## config.mk

```make
export PLATFORM = sky130hd
export DESIGN_NAME = i2c_rx_master
export DESIGN_NICKNAME = d
export VERILOG_FILES = /design/src/rtl/i2c_rx_pkg.sv /design/src/rtl/i2c_rx_halfclk.sv /design/src/rtl/i2c_rx_shifter.sv /design/src/rtl/i2c_rx_master.sv
export SDC_FILE = /design/constraint.sdc
export NUM_CORES = 1
export LEC_CHECK = 0
export BUFFER_PORTS_ARGS = -buffer_cell sky130_fd_sc_hd__buf_2
export CAP_MARGIN = 10
export CORE_AREA = 2 2 76 78
export CTS_BUF_LIST = sky130_fd_sc_hd__clkbuf_16
export DETAILED_ROUTE_END_ITERATION = 10
export DIE_AREA = 0 0 78 80
export PLACE_DENSITY_LB_ADDON = 0.08
export SYNTH_ARGS = -nofsm -noshare
export SYNTH_HDL_FRONTEND = slang
export SYNTH_SLANG_ARGS = --single-unit
```

## constraint.sdc

```tcl
create_clock -name clk -period 5.3 [get_ports clk]
set_input_delay 0.795 -clock clk [delete_from_list [all_inputs] [get_ports clk]]
set_output_delay 0.795 -clock clk [all_outputs]
set_load 0.05 [all_outputs]
```

## src/rtl/i2c_rx_pkg.sv

```systemverilog
package i2c_rx_pkg;

  typedef enum logic [2:0] {
    ST_IDLE, ST_HOLD, ST_LAST, ST_LOW, ST_HIGH, ST_STOP0, ST_STOP1, ST_STOP2
  } rx_st_e;

  // control word, bit3 down to bit0
  typedef struct packed {
    logic stop_n;   // bit3: 0 together with busy=0 requests stop
    logic busy;     // bit2
    logic ack_sel;  // bit1: 1 = send NACK
    logic dir_tx;   // bit0: 0 = receive
  } ctl_word_t;

  localparam int CTL_W = $bits(ctl_word_t);

  function automatic logic is_rx_start(input ctl_word_t c);
    return !c.dir_tx && c.busy;
  endfunction

  function automatic logic is_stop_req(input ctl_word_t c);
    return !c.busy && !c.stop_n;
  endfunction

endpackage

```

## src/rtl/i2c_rx_halfclk.sv

```systemverilog
module i2c_rx_halfclk #(
  parameter int CW = 8
) (
  input  logic          clk,
  input  logic          rst_n,
  input  logic          run,
  input  logic [CW-1:0] lim,
  output logic          first,
  output logic          half_end
);
  logic [CW-1:0] cnt_q;

  assign first    = (cnt_q == '0);
  assign half_end = run && (cnt_q == lim - CW'(1));

  always_ff @(posedge clk or negedge rst_n) begin
    if (!rst_n)                 cnt_q <= '0;
    else if (!run || half_end)  cnt_q <= '0;
    else                        cnt_q <= cnt_q + CW'(1);
  end
endmodule

```

## src/rtl/i2c_rx_shifter.sv

```systemverilog
module i2c_rx_shifter #(
  parameter int W = 8
) (
  input  logic         clk,
  input  logic         rst_n,
  input  logic         clr,
  input  logic         shift,
  input  logic         din,
  output logic [W-1:0] q
);
  always_ff @(posedge clk or negedge rst_n) begin
    if (!rst_n)      q <= '0;
    else if (clr)    q <= '0;
    else if (shift)  q <= {q[W-2:0], din};
  end
endmodule

```

## src/rtl/i2c_rx_master.sv

```systemverilog
module i2c_rx_master
  import i2c_rx_pkg::*;
#(
  parameter int DIV_W  = 8,
  parameter int DATA_W = 8
) (
  input  logic              clk,
  input  logic              rst_n,
  input  logic [DIV_W-1:0]  half_div,
  input  logic              ctl_wr,
  input  logic [CTL_W-1:0]  ctl_wdata,
  input  logic              dat_rd,
  input  logic              flag_clr,
  output logic [DATA_W-1:0] rd_data,
  output logic              rdf,
  output logic              irq,
  output logic              bus_busy,
  output logic              scl_oe,
  output logic              sda_oe,
  input  logic              scl_in,
  input  logic              sda_in
);
  localparam int BIT_W = $clog2(DATA_W + 1);
  localparam logic [BIT_W-1:0] ACK_IDX = BIT_W'(DATA_W);

  function automatic logic [DIV_W-1:0] half_len(input logic [DIV_W-1:0] d);
    return (d < DIV_W'(2)) ? DIV_W'(2) : d;
  endfunction

  function automatic logic sda_next(input rx_st_e s, input logic cur,
                                    input logic on_ack, input logic nack);
    case (s)
      ST_LOW:   return on_ack && !nack;
      ST_STOP0: return 1'b1;
      ST_STOP2: return 1'b0;
      default:  return cur;
    endcase
  endfunction

  ctl_word_t          cw;
  rx_st_e             st_q;
  logic [BIT_W-1:0]   bit_q;
  logic               ack_sel_q, nack_cur_q, sda_q, rdf_q, irq_q;
  logic [DATA_W-1:0]  dat_q, shreg;

  // named internal events
  logic timed, run, first, half_end, sample;
  logic start_go, stop_go, byte_go, byte_done, in_last, stop_rel;

  assign cw        = ctl_word_t'(ctl_wdata);
  assign timed     = st_q inside {ST_LOW, ST_HIGH, ST_STOP0, ST_STOP1, ST_STOP2};
  assign run       = timed && !(st_q == ST_HIGH && !scl_in);
  assign sample    = (st_q == ST_HIGH) && first && scl_in && (bit_q != ACK_IDX);
  assign in_last   = (st_q == ST_LAST);
  assign start_go  = ctl_wr && is_rx_start(cw) && (st_q == ST_IDLE);
  assign stop_go   = ctl_wr && is_stop_req(cw) && (st_q == ST_HOLD || in_last);
  assign byte_go   = dat_rd && (st_q == ST_HOLD) && !stop_go;
  assign byte_done = (st_q == ST_HIGH) && half_end && (bit_q == ACK_IDX);
  assign stop_rel  = (st_q == ST_STOP2);

  i2c_rx_halfclk #(.CW(DIV_W)) u_half (
    .clk(clk), .rst_n(rst_n), .run(run), .lim(half_len(half_div)),
    .first(first), .half_end(half_end)
  );

  i2c_rx_shifter #(.W(DATA_W)) u_shift (
    .clk(clk), .rst_n(rst_n), .clr(byte_go), .shift(sample),
    .din(sda_in), .q(shreg)
  );

  always_ff @(posedge clk or negedge rst_n) begin
    if (!rst_n) begin
      st_q       <= ST_IDLE;
      bit_q      <= '0;
      nack_cur_q <= 1'b0;
    end else begin
      case (st_q)
        ST_IDLE: if (start_go) st_q <= ST_HOLD;
        ST_HOLD: begin
          if (stop_go) st_q <= ST_STOP0;
          else if (byte_go) begin
            st_q       <= ST_LOW;
            bit_q      <= '0;
            nack_cur_q <= ack_sel_q;
          end
        end
        ST_LAST:  if (stop_go) st_q <= ST_STOP0;
        ST_LOW:   if (half_end) st_q <= ST_HIGH;
        ST_HIGH: begin
          if (half_end) begin
            if (bit_q == ACK_IDX) st_q <= nack_cur_q ? ST_LAST : ST_HOLD;
            else begin
              bit_q <= bit_q + BIT_W'(1);
              st_q  <= ST_LOW;
            end
          end
        end
        ST_STOP0: if (half_end) st_q <= ST_STOP1;
        ST_STOP1: if (half_end) st_q <= ST_STOP2;
        ST_STOP2: if (half_end) st_q <= ST_IDLE;
        default:  st_q <= ST_IDLE;
      endcase
    end
  end

  always_ff @(posedge clk or negedge rst_n) begin
    if (!rst_n) begin
      ack_sel_q <= 1'b0;
      sda_q     <= 1'b0;
      rdf_q     <= 1'b0;
      irq_q     <= 1'b0;
      dat_q     <= '0;
    end else begin
      if (ctl_wr) ack_sel_q <= cw.ack_sel;
      if (first && run) sda_q <= sda_next(st_q, sda_q, bit_q == ACK_IDX, nack_cur_q);
      if (byte_done) begin
        dat_q <= shreg;
        rdf_q <= 1'b1;
      end else if (dat_rd) begin
        rdf_q <= 1'b0;
      end
      if (byte_done)     irq_q <= 1'b1;
      else if (flag_clr) irq_q <= 1'b0;
    end
  end

  assign rd_data  = dat_q;
  assign rdf      = rdf_q;
  assign irq      = irq_q;
  assign bus_busy = (st_q != ST_IDLE);
  assign scl_oe   = st_q inside {ST_HOLD, ST_LAST, ST_LOW, ST_STOP0};
  assign sda_oe   = sda_q;
endmodule

```

==> results of run 1 <==
[report_power, final]
part	leakage, nW	switching (mW)	total [mW]	internal [mW]
clock	0.0687	0.104	0.275	0.170
combinational	0.609	0.160	0.277	0.117
sequential	0.473	0.0724	0.392	0.320
[metal layers]
metal	GRT usage	routed length (microns)
met4	0.0509	57
met5	0	0
met2	0.226	1970
met1	0.233	2260
met3	0.0385	171
[cells in the mapped netlist (4+ instances only)]
cell type and instances:
nor2_1 14, nand3_1 14, or3_1 5, and3_1 7, dfrtp_1 36, o21ai_0 5
clkbuf_1 7, a21oi_1 8, nor3_1 4, nor4_1 4, xor2_1 7, xnor2_1 7
inv_1 11, nand2_1 23, mux2_2 10, nand2b_1 5, ha_1 5, o21a_1 4
[final cells by class]
cell class              instances  area (sq um)
flip-flops and latches         36           901
multi-input cells             164          1100
clock inverters                 3          15.0
repair buffers                 31           155
clock buffers                   5           125
fillers                       571          2980
inverters                      11          41.3
well taps                      72          90.1
[placed cells by master, fill, tap and decap left out, types with 3 or more instances in the layout]
cell type	Yosys	layout
mux2_2	10	10
ha_1	5	5
dfrtp_1	36	36
nor3_1	4	4
nor3b_1	3	3
mux2i_1	3	3
a31oi_1	3	3
clkbuf_16	0	5
nor4_1	4	4
buf_2	1	31
o21ai_0	5	5
or2_2	3	3
nand3_1	14	14
nor2_1	14	14
xnor2_1	7	7
nand2_1	23	23
and3_1	7	7
or3_1	5	5
xor2_1	7	7
nand2b_1	5	5
inv_1	11	12
a21oi_1	8	8
o21a_1	4	4
[cells by family (layout without fill, tap and decap cells)]
kind of cell | after synthesis | after routing | synth area share
muxes | 13 | 13 | 0.0684
DFF | 36 | 36 | 0.432
buffers and inverters | 20 | 50 | 0.0402
xor gates and xnor gates | 14 | 14 | 0.0588
AOI/OAI and AO/OA | 33 | 33 | 0.107
and+or+nand+nor | 98 | 98 | 0.259
adders and majority gates | 6 | 6 | 0.0348
[path summary, 6_finish.rpt]
kind / slack, ns / end / cells after the start / startpoint
worst max-delay path: 1.62 / rd_data[3]$_DFFE_PN0P_ / 11 / half_div[5]
worst min-delay path: 0.48 / nack_cur_q$_DFFE_PN0P_ / 2 / ack_sel_q$_DFFE_PN0P_
worst max register to register: 2.85 / bit_q[0]$_DFFE_PN0P_ / 8 / bit_q[0]$_DFFE_PN0P_
worst min register to register: 0.48 / nack_cur_q$_DFFE_PN0P_ / 2 / ack_sel_q$_DFFE_PN0P_
max in group asynchronous: 4.15 / u_shift.q[0]$_DFFE_PN0P_ / 1 / rst_n
min in group asynchronous: 0.63 / sda_oe$_DFFE_PN0P_ / 1 / rst_n
[sequential cells by signal (all words and copies together) (netlist names)]
| name | count |
|---|---|
| ack_sel_q | 1 |
| nack_cur_q | 1 |
| rd_data | 8 |
| rdf | 1 |
| st_q | 3 |
| u_shift.q | 8 |
| bit_q | 4 |
| irq | 1 |
| sda_oe | 1 |
| u_half.cnt_q | 8 |
[through the flow]
stage | utilization | cell area, sq um | total power [mW] | setup slack [ns]
floorplan | - | 2090 | 0.604 | 1.89
detailed placement | 0.423 | 2290 | 0.677 | 1.32
finish | 0.449 | 2430 | 0.944 | 1.62
global placement | 0.423 | 2290 | 0.676 | 1.40
global route | 0.449 | 2430 | 1.02 | 1.32
CTS | 0.449 | 2430 | 0.960 | 1.60
[worst max-delay path, stage by stage]
cell and delay [ns]:
buf_2 0.13, nor4_1 0.47, and2_1 0.23, nand2b_1 0.12, ha_1 0.18, nor3b_1 0.24, xnor2_1 0.11, or4_1 0.49
and4bb_1 0.49, nand3_4 0.24, mux2_2 0.33
==> reports/metrics.yaml, run 1 <==
synthTopCellsByArea: "dfrtp_1 43%, mux2_2 5.4%, nand2_1 4.1%"
drive_above_1_share: 0.224
synth_cell_types: 46
rows: 27
clockRootBuffer: "clkbuf_16"
grt_first_pass_wirelength_mm: 7.73
synth_edf_count: 0
cp.arrival_ns: 3.84
end_kind: "flop"
clkLatencyLatePin_ns: 0.28
clk_pin_slew_worst_paths_ns: 0.06
coreArea_sq_um: 5410
slew_headroom: 0.447
crit_path_start_kind: "input pin"
grt_pass1_vias: 1580
syn_to_final_growth_pct: 16.4
antenna_found_initial: 0
fin_cells: 322
vias: 1671
cts_buffers: 5
setup_viol: 0
fin_crit_ns: 3.68
hold_viol_final: 0
wl_per_cell_microns: 13.8
cts_tree: "done"
drtIter0Drc: 76
nNetsFinal: 273
hold_slack_ns: 0.478
critPathRequiredTime_ns: 5.46
setup_tns_ns: 0
postCtsResizedCells: 0
tightest_slew_ns: 0.830
clockBufferDepth: 2
yosysWarningCount: 0
crit_type: "in -> reg"
post-route-period-util: 0.694
drc: 0
wirelength_mm: 4.45
die-area_sq_um: 6240
synth_top_area_share: 0.432
grt_usage: 0.158
grt_overflow: 0
avgSynthCellArea_sq_um: 9.48
p_leak_nw: 1.15
yosys_register_bits: 36
globalplace.congestion: 0.800
synth_seq_area_share: 0.432
hold_path_class: "reg -> reg"
port-buffer-count: 31
dpl.hpwl_mm: 3.24
synth_ff_type: "dfrtp_1"
place_inst: 314
first_pass_iters: 4
grt_max_degree: 37
viasPerCell: 5.19
outcome: "finished, final reports clean"
io_pins: 32
initial_utilization: 0.386
yosys.area.top_type: "dfrtp_1"
htree_levels: 2
pwr_density_cell_nw_per_um2: 389
syn-instance-count: 220
skew_ns: 0.00646
syn_nets: 244
cap_violations: 0
hold_buffers: 0
rsz0062_at_grt: "no"
peakVddDrop_mv: 0.226
synthArstFlopShare: 1.00
diodes: 0
cts_sinks: 36
die_h_microns: 80
syn_area_sq_um: 2090
ant_nets: 0
fmaxAchievable_ghz: 0.272
post_cts_buffers: 0
slew_viol_final: 0
die_x_microns: 78
cp_max_fo: 10
Power figures use the tool's default switching activity.
==> run 2: changes to the inputs <==
Clock period 5.3 ns to 3.69 ns, I/O delays scaled along.
==> run 2 against run 1 <==
  * Register-to-register slack worse by 1.5 ns
  * Clock skew down 0.0028 ns
  * Worst hold slack worse by 0.12 ns
  * Largest cell class unchanged
  * Sequential power up 44%
  * Via count up 0.66%
  * Critical path depth unchanged
  * Die area unchanged
  * Power up 45%
  * Clock-buffer cell count unchanged
  * Routed wire length down 0.92%
==> reports/metrics.yaml, run 2 (synthesis gave the netlist of run 1 again) <==
cts_sinks: 36  # unchanged
rows: 27  # unchanged
clkLatencyLatePin_ns: 0.28  # about the same
cp.arrival_ns: 3.37  # -0.47 ns
cap_violations: 0  # unchanged
die_h_microns: 80  # unchanged
die-area_sq_um: 6240  # unchanged
fmaxAchievable_ghz: 0.311
hold_path_class: "in -> async"
viasPerCell: 5.16  # -0.58%
cp_max_fo: 10  # unchanged
r2r_setup_slack_ns: 1.37  # -1.48 ns
drc: 0  # unchanged
end_kind: "flop"
grt_usage: 0.160  # +0.00173
grt_max_degree: 37  # unchanged
crit_path_start_kind: "input pin"
wirelength_mm: 4.41  # -0.92%
clockRootBuffer: "clkbuf_16"
wl_per_cell_microns: 13.5  # -2.1%
utilization: 0.455  # +0.00556
tightest_slew_ns: 0.806  # -0.0246 ns
skew_ns: 0.00363  # -0.00283 ns
outcome: "finished, final reports clean"
postCtsResizedCells: 0  # unchanged
ant_nets: 0  # unchanged
cts_buffers: 5  # unchanged
fill_cells: 546  # -4.4%
clk_pin_slew_worst_paths_ns: 0.05  # about the same
timing.rr.end: "rd_data[3]$_DFFE_PN0P_"
final_common_cell: "dfrtp_1"
dpl.hpwl_mm: 3.23  # -0.35%
setup_tns_ns: 0  # unchanged
slew_headroom: 0.463  # +0.0164
grt_first_pass_wirelength_mm: 7.82  # +1.2%
multi_input_area_sq_um: 1100  # unchanged
io_pins: 32  # unchanged
antenna_found_initial: 0  # unchanged
drive_above_1_share: 0.236  # +0.0122
rsz0062_at_grt: "no"
die_x_microns: 78  # unchanged
setup_viol: 0  # unchanged
first_pass_iters: 4  # unchanged
port-buffer-count: 31  # unchanged
drtIter0Drc: 67  # -12%
globalplace.congestion: 0.795  # -0.66%
cts_tree: "done"
syn_to_final_growth_pct: 17.9
nNetsFinal: 277  # +1.5%
p_leak_nw: 1.17  # +1.9%
critPathRequiredTime_ns: 3.85  # -1.61 ns
fin_crit_ns: 3.21
pwr_density_cell_nw_per_um2: 556  # +43%
layout_common_cells: "36 x dfrtp_1, 31 x buf_2, 23 x nand2_1"
grt_overflow: 0  # unchanged
post_cts_buffers: 0  # unchanged
r2r_cells: 6  # -2
peakVddDrop_mv: 0.316  # +40%
slew_viol_final: 0  # unchanged
clockBufferDepth: 2  # unchanged
crit_type: "in -> reg"
hold_buffers: 0  # unchanged
coreArea_sq_um: 5410  # unchanged
reg2reg_from: "u_half.cnt_q[4]$_DFF_PN0_"
grt_pass1_vias: 1616  # +2.3%
post-route-period-util: 0.871
regArea_sq_um: 901  # unchanged
hold_viol_final: 0  # unchanged
initial_utilization: 0.386  # unchanged
htree_levels: 2  # unchanged
vias: 1682  # +0.66%
diodes: 0  # unchanged
[run 2: cell count changes in the layout (fill, tap and decap cells not counted)]
cell,previous run,this run
buf_4,0,4
[run 2: power by group]
part           total, mW  internal, mW  switching (mW)
sequential         0.566         0.459           0.107
combinational      0.400         0.170           0.230
clock              0.400         0.245           0.155
[run 2: worst max-delay path, stage by stage]
cell and delay (ns):
buf_2 0.13, nor4_1 0.35, and2_1 0.21, nand2b_1 0.12
ha_1 0.18, nor3b_1 0.24, xnor2_1 0.11, or4_1 0.49
and4bb_1 0.44, nand3_4 0.21, mux2_2 0.33
[run 2: layout make-up]
type | count | share of cell area
Timing Repair Buffer | 35 | 0.0753
Tap cell | 72 | 0.0366
Sequential cell | 36 | 0.366
Clock inverter | 3 | 0.00611
Inverter | 11 | 0.0168
Multi-Input combinational cell | 164 | 0.448
Clock buffer | 5 | 0.0509
[run 2: per-stage QoR]
| stage | power [mW] | setup slack [ns] | instance area, sq um | cells | hold WS, ns |
|---|---|---|---|---|---|
| 2_1_floorplan | 0.868 | 0.518 | 2090 | 220 | 0.258 |
| 3_3_place_gp | 0.975 | 0.273 | 2320 | 318 | 0.475 |
| 3_5_place_dp | 0.974 | 0.209 | 2320 | 318 | 0.488 |
| 4_1_cts | 1.38 | 0.486 | 2460 | 326 | 0.406 |
| 5_1_grt | 1.47 | 0.266 | 2460 | 326 | 0.450 |
| 6_report | 1.37 | 0.477 | 2460 | 326 | 0.356 |
[run 2: metal layers]
layer  track usage  share of wire
met4        0.0421         0.0070
met1         0.226           0.51
met2         0.244           0.44
met5             0              0
met3        0.0396          0.048
[run 2: how the worst max path moves through the flow]
stage,start,end,slack [ns]
after CTS,half_div[5],rd_data[3]$_DFFE_PN0P_,0.49
after detailed placement,half_div[5],rd_data[3]$_DFFE_PN0P_,0.21
final,half_div[5],rd_data[3]$_DFFE_PN0P_,0.48
after global routing,half_div[5],rd_data[6]$_DFFE_PN0P_,0.27
after floorplan,half_div[5],rd_data[0]$_DFFE_PN0P_,0.52
after global placement,half_div[5],rd_data[0]$_DFFE_PN0P_,0.27
==> run 3: changes to the inputs <==
Settings changed: ABC_CLOCK_PERIOD_IN_PS set to 3690, GPL_TIMING_DRIVEN set to 0.
==> run 3 against run 2 <==
  * Die area did not move
  * Utilization increased by 0.12 points
  * Sequential share of layout area down 0.093 points
  * Global-route usage shrank 0.16 points
  * Non-clock buffer count rose by 5
  * Routed wire length did not move
  * Power down 0.13%
  * Setup slack worse by 0.10 ns
  * Worst hold slack improved by 0.022 ns
==> reports/metrics.yaml, run 3 (synthesis gave the netlist of run 1 again) <==
cap_violations: 0  # unchanged
vias: 1679  # -0.18%
fill_cells: 536  # -1.8%
crit_buf_inv: 2  # +1
cp_top_family: "simple AND/OR/NAND/NOR gates"
hold_viol_final: 0  # unchanged
setup_tns_ns: 0  # unchanged
final_area_sq_um: 2460  # +0.25%
fin_crit_ns: 3.31  # +0.101 ns
fmaxAchievable_ghz: 0.302  # -3.0%
port-buffer-count: 31  # unchanged
post_dp_cell_area_sq_um: 2330  # +0.54%
p_sw_frac: 0.355  # -0.00562
die-area_sq_um: 6240  # unchanged
power.share.clock: 0.285  # -0.008
post_cts_buffers: 0  # unchanged
drc: 0  # unchanged
r2r_cells: 9  # +3
hold_path_class: "in -> async"
critPathRequiredTime_ns: 3.85  # about the same
intPower_mw: 0.880  # +0.75%
postCtsResizedCells: 0  # unchanged
cts_sinks: 36  # unchanged
io_pins: 32  # unchanged
rsz0062_at_grt: "no"
pwr_density_cell_nw_per_um2: 554  # -0.39%
setup_viol: 0  # unchanged
skew_ns: 0.00420  # +0.000574 ns
ant_nets: 0  # unchanged
tightest_slew_ns: 0.819  # +0.0137 ns
utilization: 0.456  # +0.00116
coreArea_sq_um: 5410  # unchanged
crit_type: "in -> reg"
drive_above_1_share: 0.225  # -0.0114
worstPathCellList: "buf_2 > nor4_1 > and2_1 > nand2b_1 > ha_1 > nor3b_1 > xnor2_1 > or4_1 > and4bb_1 > buf_6 > nand3_4 > mux2_2"
end_kind: "flop"
die_x_microns: 78  # unchanged
nNetsFinal: 282  # +1.8%
rows: 27  # unchanged
globalplace.congestion: 0.771  # -3.0%
cp.arrival_ns: 3.47  # +0.10 ns
final_common_cell: "dfrtp_1"
htree_levels: 2  # unchanged
slew_headroom: 0.454  # -0.00911
timing.rr.end: "u_shift.q[7]$_DFFE_PN0P_"
layout_common_cells: "36 x dfrtp_1, 32 x buf_2, 23 x nand2_1"
cts_tree: "done"
comb_power_share: 0.330  # +0.037
outcome: "finished, final reports clean"
slew_viol_final: 0  # unchanged
clockRootBuffer: "clkbuf_16"
drtIter0Drc: 69  # +3.0%
viasPerCell: 5.09  # -1.4%
peakVddDrop_mv: 0.298  # -5.8%
p_sw_mw: 0.484  # -1.7%
p_leak_nw: 1.17  # about the same
first_pass_iters: 4  # unchanged
antenna_found_initial: 0  # unchanged
grt_max_degree: 37  # unchanged
hold_buffers: 0  # unchanged
reg2reg_from: "u_half.cnt_q[0]$_DFF_PN0_"
crit_slowest_cell: "nor4_1"
sequentialPowerShare: 0.385  # -0.029
diodes: 0  # unchanged
clockBufferDepth: 2  # unchanged
r2r_setup_slack_ns: 1.24  # -0.13 ns
cp_max_fo: 10  # unchanged
wl_per_cell_microns: 13.4  # -1.2%
grt_first_pass_wirelength_mm: 7.67  # -1.9%
dpl.hpwl_mm: 3.17  # -1.9%
grt_overflow: 0  # unchanged
syn_to_final_growth_pct: 18.2
grt_pass1_vias: 1561  # -3.4%
die_h_microns: 80  # unchanged
grt_usage: 0.158  # -0.00162
cts_buffers: 5  # unchanged
clkLatencyLatePin_ns: 0.27  # about the same
wirelength_mm: 4.41  # unchanged
clk_pin_slew_worst_paths_ns: 0.05  # about the same
power_mw: 1.36  # -0.13%
initial_utilization: 0.386  # unchanged
max_stage_delay_ns: 0.49  # about the same
crit_path_start_kind: "input pin"
post-route-period-util: 0.898  # +0.0273
-- run 3: area by class of cell --
class	instances	area (sq um)	area share
multi-input combinational	164	1100	0.447
sequential	36	901	0.365
timing repair buffer	31	155	0.0629
clock buffer	5	125	0.0508
tap	72	90.1	0.0365
buffer	9	42.5	0.0173
inverter	11	41.3	0.0168
clock inverter	2	8.76	0.00355
-- run 3: power by group through the flow --
stage | sequential (mW) | combinational [mW] | clock [mW]
finish | 0.525 | 0.450 | 0.389
global route | 0.537 | 0.510 | 0.419
CTS | 0.527 | 0.455 | 0.404
detailed placement | 0.533 | 0.453 | 0
global placement | 0.532 | 0.453 | 0
floorplan | 0.534 | 0.335 | 0
-- run 3: worst register-to-register path, cell delays in order, from the launching register on --
cell      delay, ns
dfrtp_1        0.37
clkbuf_1       0.19
inv_1          0.09
ha_1           0.15
nand3_1        0.07
nor4_1         0.62
and3_1         0.27
clkbuf_1       0.35
nand2_1        0.10
a21oi_1        0.15
-- run 3: through the flow --
| stage | std cells | setup slack (ns) | hold slack, ns |
|---|---|---|---|
| final | 330 | 0.377 | 0.378 |
| after global placement | 323 | 0.0548 | 0.471 |
| after detailed placement | 323 | 0.116 | 0.487 |
| after floorplan | 220 | 0.518 | 0.258 |
| after global routing | 330 | 0.165 | 0.453 |
| after CTS | 330 | 0.383 | 0.413 |
-- run 3: how the worst max path moves through the flow --
stage                                   endpoint   startpoint  cells past startpoint
after global placement    rd_data[0]$_DFFE_PN0P_  half_div[5]                     12
after global routing      rd_data[6]$_DFFE_PN0P_  half_div[5]                     12
after CTS                 rd_data[6]$_DFFE_PN0P_  half_div[5]                     12
after detailed placement  rd_data[4]$_DFFE_PN0P_  half_div[5]                     12
final                     rd_data[1]$_DFFE_PN0P_  half_div[5]                     12
after floorplan           rd_data[0]$_DFFE_PN0P_  half_div[5]                     11
-- run 3: routing by layer --
| layer | wire [microns] | global-route usage |
|---|---|---|
| met1 | 2260 | 0.224 |
| met2 | 1890 | 0.224 |
| met3 | 207 | 0.0486 |
| met4 | 57 | 0.0614 |
| met5 | 0 | 0 |
